`src/rtl/rvdec_pkg.sv`:
```
package rvdec_pkg;

    localparam int XLEN    = 32;
    localparam int REG_AW  = 5;
    localparam int OPC_W   = 7;

    localparam logic [OPC_W-1:0] OPC_REG    = 7'b0110011;
    localparam logic [OPC_W-1:0] OPC_ALUI   = 7'b0010011;
    localparam logic [OPC_W-1:0] OPC_LOAD   = 7'b0000011;
    localparam logic [OPC_W-1:0] OPC_STORE  = 7'b0100011;
    localparam logic [OPC_W-1:0] OPC_BRANCH = 7'b1100011;
    localparam logic [OPC_W-1:0] OPC_LUI    = 7'b0110111;
    localparam logic [OPC_W-1:0] OPC_AUIPC  = 7'b0010111;
    localparam logic [OPC_W-1:0] OPC_JAL    = 7'b1101111;
    localparam logic [OPC_W-1:0] OPC_JALR   = 7'b1100111;

    typedef enum logic [3:0] {
        CLS_NONE,
        CLS_REG,
        CLS_ALUI,
        CLS_LOAD,
        CLS_STORE,
        CLS_BRANCH,
        CLS_LUI,
        CLS_AUIPC,
        CLS_JAL,
        CLS_JALR
    } icls_e;

    typedef enum logic [1:0] {
        OP1_RS1  = 2'd0,
        OP1_PC   = 2'd1,
        OP1_ZERO = 2'd2
    } op1_sel_e;

    typedef enum logic {
        OP2_RS2 = 1'b0,
        OP2_IMM = 1'b1
    } op2_sel_e;

    typedef enum logic [1:0] {
        WB_ALU = 2'd0,
        WB_MEM = 2'd1,
        WB_PC4 = 2'd2
    } wb_sel_e;

    typedef struct packed {
        op1_sel_e op1_sel;
        op2_sel_e op2_sel;
        logic     mem_rd;
        logic     mem_wr;
        logic     reg_wr;
        wb_sel_e  wb_sel;
    } ctrl_t;

endpackage

```
`src/rtl/rvdec_class.sv`:
```
module rvdec_class
    import rvdec_pkg::*;
(
    input  logic [OPC_W-1:0] opcode_i,
    output icls_e            cls_o
);

    always_comb begin
        unique case (opcode_i)
            OPC_REG:    cls_o = CLS_REG;
            OPC_ALUI:   cls_o = CLS_ALUI;
            OPC_LOAD:   cls_o = CLS_LOAD;
            OPC_STORE:  cls_o = CLS_STORE;
            OPC_BRANCH: cls_o = CLS_BRANCH;
            OPC_LUI:    cls_o = CLS_LUI;
            OPC_AUIPC:  cls_o = CLS_AUIPC;
            OPC_JAL:    cls_o = CLS_JAL;
            OPC_JALR:   cls_o = CLS_JALR;
            default:    cls_o = CLS_NONE;
        endcase
    end

endmodule

```
`src/rtl/rvdec_imm.sv`:
```
module rvdec_imm
    import rvdec_pkg::*;
#(
    parameter int W = XLEN
) (
    input  logic [31:7]  bits_i,
    input  icls_e        cls_i,
    output logic [W-1:0] imm_o
);

    localparam int EXT_I = W - 12;
    localparam int EXT_B = W - 12;
    localparam int EXT_J = W - 20;
    localparam int EXT_U = W - 32;

    logic          sgn;
    logic [W-1:0]  imm_i, imm_s, imm_b, imm_u, imm_j;

    assign sgn   = bits_i[31];
    assign imm_i = {{EXT_I{sgn}}, bits_i[31:20]};
    assign imm_s = {{EXT_I{sgn}}, bits_i[31:25], bits_i[11:7]};
    assign imm_b = {{EXT_B{sgn}}, bits_i[7], bits_i[30:25], bits_i[11:8], 1'b0};
    assign imm_j = {{EXT_J{sgn}}, bits_i[19:12], bits_i[20], bits_i[30:21], 1'b0};

    generate
        if (EXT_U > 0) begin : g_u_wide
            assign imm_u = {{EXT_U{sgn}}, bits_i[31:12], 12'b0};
        end else begin : g_u_exact
            assign imm_u = {bits_i[31:12], 12'b0};
        end
    endgenerate

    always_comb begin
        unique case (cls_i)
            CLS_ALUI, CLS_LOAD, CLS_JALR: imm_o = imm_i;
            CLS_STORE:                    imm_o = imm_s;
            CLS_BRANCH:                   imm_o = imm_b;
            CLS_LUI, CLS_AUIPC:           imm_o = imm_u;
            CLS_JAL:                      imm_o = imm_j;
            default:                      imm_o = '0;
        endcase
    end

endmodule

```
`src/rtl/rvdec_ctrl.sv`:
```
module rvdec_ctrl
    import rvdec_pkg::*;
(
    input  icls_e cls_i,
    output ctrl_t ctrl_o
);

    always_comb begin
        ctrl_o = '{op1_sel: OP1_RS1, op2_sel: OP2_RS2, mem_rd: 1'b0,
                   mem_wr: 1'b0, reg_wr: 1'b0, wb_sel: WB_ALU};
        unique case (cls_i)
            CLS_REG: begin
                ctrl_o.reg_wr = 1'b1;
            end
            CLS_ALUI: begin
                ctrl_o.op2_sel = OP2_IMM;
                ctrl_o.reg_wr  = 1'b1;
            end
            CLS_LOAD: begin
                ctrl_o.op2_sel = OP2_IMM;
                ctrl_o.mem_rd  = 1'b1;
                ctrl_o.reg_wr  = 1'b1;
                ctrl_o.wb_sel  = WB_MEM;
            end
            CLS_STORE: begin
                ctrl_o.op2_sel = OP2_IMM;
                ctrl_o.mem_wr  = 1'b1;
            end
            CLS_BRANCH: begin
                ctrl_o.op1_sel = OP1_PC;
                ctrl_o.op2_sel = OP2_IMM;
            end
            CLS_LUI: begin
                ctrl_o.op1_sel = OP1_ZERO;
                ctrl_o.op2_sel = OP2_IMM;
                ctrl_o.reg_wr  = 1'b1;
            end
            CLS_AUIPC: begin
                ctrl_o.op1_sel = OP1_PC;
                ctrl_o.op2_sel = OP2_IMM;
                ctrl_o.reg_wr  = 1'b1;
            end
            CLS_JAL: begin
                ctrl_o.op1_sel = OP1_PC;
                ctrl_o.op2_sel = OP2_IMM;
                ctrl_o.reg_wr  = 1'b1;
                ctrl_o.wb_sel  = WB_PC4;
            end
            CLS_JALR: begin
                ctrl_o.op2_sel = OP2_IMM;
                ctrl_o.reg_wr  = 1'b1;
                ctrl_o.wb_sel  = WB_PC4;
            end
            default: begin
            end
        endcase
    end

    always_comb begin
        assert_mem_excl_R1: assert (!(ctrl_o.mem_rd && ctrl_o.mem_wr))
            else $error("both memory strobes high");
    end

endmodule

```
`src/rtl/rvdec_top.sv`:
```
module rvdec_top
    import rvdec_pkg::*;
(
    input  logic [31:0]       instr_i,
    output logic [REG_AW-1:0] rs1_addr_o,
    output logic [REG_AW-1:0] rs2_addr_o,
    output logic [REG_AW-1:0] rd_addr_o,
    output logic [XLEN-1:0]   imm_o,
    output logic [1:0]        op1_sel_o,
    output logic              op2_sel_o,
    output logic              mem_rd_en_o,
    output logic              mem_wr_en_o,
    output logic              reg_wr_en_o,
    output logic [1:0]        wb_sel_o
);

    icls_e cls;
    ctrl_t ctrl;

    rvdec_class u_class (
        .opcode_i (instr_i[OPC_W-1:0]),
        .cls_o    (cls)
    );

    rvdec_imm #(.W(XLEN)) u_imm (
        .bits_i (instr_i[31:7]),
        .cls_i  (cls),
        .imm_o  (imm_o)
    );

    rvdec_ctrl u_ctrl (
        .cls_i  (cls),
        .ctrl_o (ctrl)
    );

    assign rs1_addr_o  = instr_i[19:15];
    assign rs2_addr_o  = instr_i[24:20];
    assign rd_addr_o   = instr_i[11:7];
    assign op1_sel_o   = ctrl.op1_sel;
    assign op2_sel_o   = ctrl.op2_sel;
    assign mem_rd_en_o = ctrl.mem_rd;
    assign mem_wr_en_o = ctrl.mem_wr;
    assign reg_wr_en_o = ctrl.reg_wr;
    assign wb_sel_o    = ctrl.wb_sel;

    always_comb begin
        assert_store_nowb_R2: assert (!(mem_wr_en_o && reg_wr_en_o))
            else $error("store writes register file");
        assert_memwb_read_R1: assert (!(wb_sel_o == WB_MEM) || mem_rd_en_o)
            else $error("memory write-back without read");
        assert_uimm_low_R4: assert (!(op2_sel_o && (op1_sel_o == OP1_ZERO))
                                    || (imm_o[11:0] == 12'd0))
            else $error("upper immediate has low bits set");
        assert_even_target_R4: assert (!(op1_sel_o == OP1_PC && op2_sel_o)
                                       || !imm_o[0])
            else $error("pc-relative offset is odd");
        assert_zero_needs_imm_R9: assert (!(op1_sel_o == OP1_ZERO) || op2_sel_o)
            else $error("zero operand without immediate");
        assert_none_quiet_R11: assert (cls != CLS_NONE
                                       || (imm_o == '0 && !reg_wr_en_o
                                           && !mem_rd_en_o && !mem_wr_en_o))
            else $error("unknown opcode has side effects");
    end

endmodule

```
`config.mk`:
```
export PLATFORM = sky130hd
export DESIGN_NAME = rvdec_top
export DESIGN_NICKNAME = d
export VERILOG_FILES = /design/src/rtl/rvdec_pkg.sv /design/src/rtl/rvdec_class.sv /design/src/rtl/rvdec_imm.sv /design/src/rtl/rvdec_ctrl.sv /design/src/rtl/rvdec_top.sv
export SDC_FILE = /design/constraint.sdc
export NUM_CORES = 1
export LEC_CHECK = 0
export CORE_MARGIN = 8
export CORE_UTILIZATION = 29
export DETAILED_ROUTE_END_ITERATION = 12
export GPL_TIMING_DRIVEN = 0
export PLACE_DENSITY = 0.82
export SYNTH_ARGS = -nofsm -noshare
export SYNTH_HDL_FRONTEND = slang
export SYNTH_HIERARCHICAL = 1
export SYNTH_SLANG_ARGS = --single-unit
export TNS_END_PERCENT = 1
```
`constraint.sdc`:
```
create_clock -name vclk -period 8.4
set_clock_uncertainty 0.1 [all_clocks]
set_input_delay 2.52 -clock vclk [all_inputs]
set_output_delay 2.52 -clock vclk [all_outputs]
set_load 0.005 [all_outputs]
```
==> reports/results.ini <==
[outcome]
status=finished clean

[layout]
final_layout_size_suffix_gt1_share_pct=13.9
postLayoutCellArea_um2=1720
layout_common_cells=87 x clkdlybuf4s50_1, 17 x buf_4, 16 x nand2_1
seqCellArea_um2=0
nClkBuffers=0
fin_nets=242
mostFrequentLayoutCell=clkdlybuf4s50_1
antenna_cells=0
nFlopsAndLatches=0
fillerInstances=242
fin_util_pct=64.6
layout.cells.non_filler=239
area_growth_syn_to_layout_pct=118

[sta]
fin_ws_ns=0.249
maxSlewViolCount=0
slew_headroom_pct=36.1
rsz0062_at_grt=false
worstMarginPinSlew_ns=0.955
hold_viol=0
finalSetupTns_ns=0
holdWs_ns=5.91
min_period_ns=8.15
setup_violations=0
min_period_over_period_pct=97.0
fmax_mhz=123

[place]
post-place-ws_ns=0.0395
dp_hpwl_um=2930
place_area_um2=1710
gp_congestion=0.803
io_buffers=87
dpl.cell_count=239

[pwr]
power.total_mw=0.0552
seq_power_share_pct=0
combinationalPowerShare_pct=100.0
powerDensity_nw_per_um2=32.1
pwr-share-clk_pct=0
power.switching_mw=0.0186
p_leak_nw=0.693
p_sw_share_pct=33.6
intPower_mw=0.0366
ir_drop_mv=0.0227

[synth]
synth_area_um2=790
yosysWarnings=6
synth_cell_type_count=36
syn_avg_cell_area_um2=6.52
syn_inst=121
ys_seq_area_share_pct=0
syn-num-nets=153

[routing]
vias=1166
drcViolationCount=0
detail-route-antenna-nets=0
totalWireLength_um=3480
wl_per_cell_um=14.5
viasPerCell=4.88
drtIter0Drc=36
drt_first_pass_iters=4

[grt]
grt_start_max_net_pins=12
grt_pass1_vias=1168
grt_pass1_wl_um=5240
grt_overflow=0
antenna_found_initial=0
gr-usage-all-layers_pct=13.6

[die]
die_area_um2=4650
num_io_pins=87
start_util_pct=29.7
die_h_um=68.2
design.core.area_um2=2660
fp.dieW_um=68.2
rows=19

[critical_path]
critPathLaunchType=primary input
worstPathCellList=clkdlybuf4s50_1 -> nor2b_1 -> a22oi_1 -> nor2_2 -> buf_4 -> and3b_1 -> clkbuf_1 -> nand2_1 -> o21ai_1 -> clkdlybuf4s50_1
required_ns=5.78
critical_path.max_stage_delay_ns=0.54
endpoint_kind=output pin
cp.arrival_ns=5.53
cp_slowest_cell=clkdlybuf4s50_1
worst_path_dominant_cell_family=buffers and inverters
cp_max_fo=10
crit_top_cell=clkdlybuf4s50_1
path_class=primary input to output pin
cp_num_buf_inv=4

[run]
maxCapViolations=0

[clock_tree]
hold_buffers=0
cts_resized=0
cts_setup_buffers=0

[min_path]
hold_class=primary input to output pin

[power groups by stage]
stage | clock network [mW] | logic, mW | registers [mW]
global placement | 0 | 0.0536 | 0
global route | 0 | 0.0594 | 0
CTS | 0 | 0.0551 | 0
detailed placement | 0 | 0.0548 | 0
floorplan | 0 | 0.0176 | 0
finish | 0 | 0.0552 | 0
[layout make-up]
cell class / count / area (µm²) / share of cell area, %
well taps: 31 / 38.8 / 2.25
multi-input cells: 95 / 647 / 37.6
repair buffers: 87 / 871 / 50.6
inverters: 4 / 15.0 / 0.873
plain buffers: 22 / 149 / 8.65
[cell families (layout without fill, tap and decap cells)]
group                     after synthesis  count (layout)  synth area share (%)
AOI/OAI and AO/OA                      41              41                  34.9
buffers and inverters                  26             113                  20.8
muxes                                   2               2                  3.17
and+or+nand+nor                        49              49                  37.9
xor gates and xnor gates                3               3                  3.33
[synthesized netlist by cell type (all sizes together)]
master   instances  area [µm²]
a2111oi          1        8.76
a211oi           1        7.51
a21o             8        60.1
a21oi            1        8.76
a22oi            5        37.5
a31o             1        8.76
a31oi            3        18.8
and2b            1        7.51
and3b            3        26.3
and4b            1        10.0
buf             19         138
clkbuf           3        11.3
inv              4        15.0
mux2             1        15.0
mux2i            1        10.0
nand2           16        60.1
nand3            2        10.0
nand3b           1        7.51
nor2             5        18.8
nor2b           11        68.8
nor3             2        10.0
nor3b            3        43.8
nor4b            1        8.76
nor4bb           1        10.0
o21ai           18        90.1
o21bai           1        7.51
o22ai            1        6.26
o311a            1        21.3
or4              1        7.51
or4b             1        10.0
xnor2            1        8.76
xor2             2        17.5
[routing by layer]
metal	share of wire (%)	GRT usage, %
met1	36	14.3
met2	52	25.6
met5	0	0
met4	0.75	0.767
met3	11	5.56
[path summary, 6_finish.rpt]
check              startpoint  slack [ns]  cells past startpoint        end
hold / removal    instr_i[28]        5.91                      4  imm_o[28]
setup / recovery   instr_i[2]        0.25                     10  imm_o[30]
(Power assumes the default switching activity.)
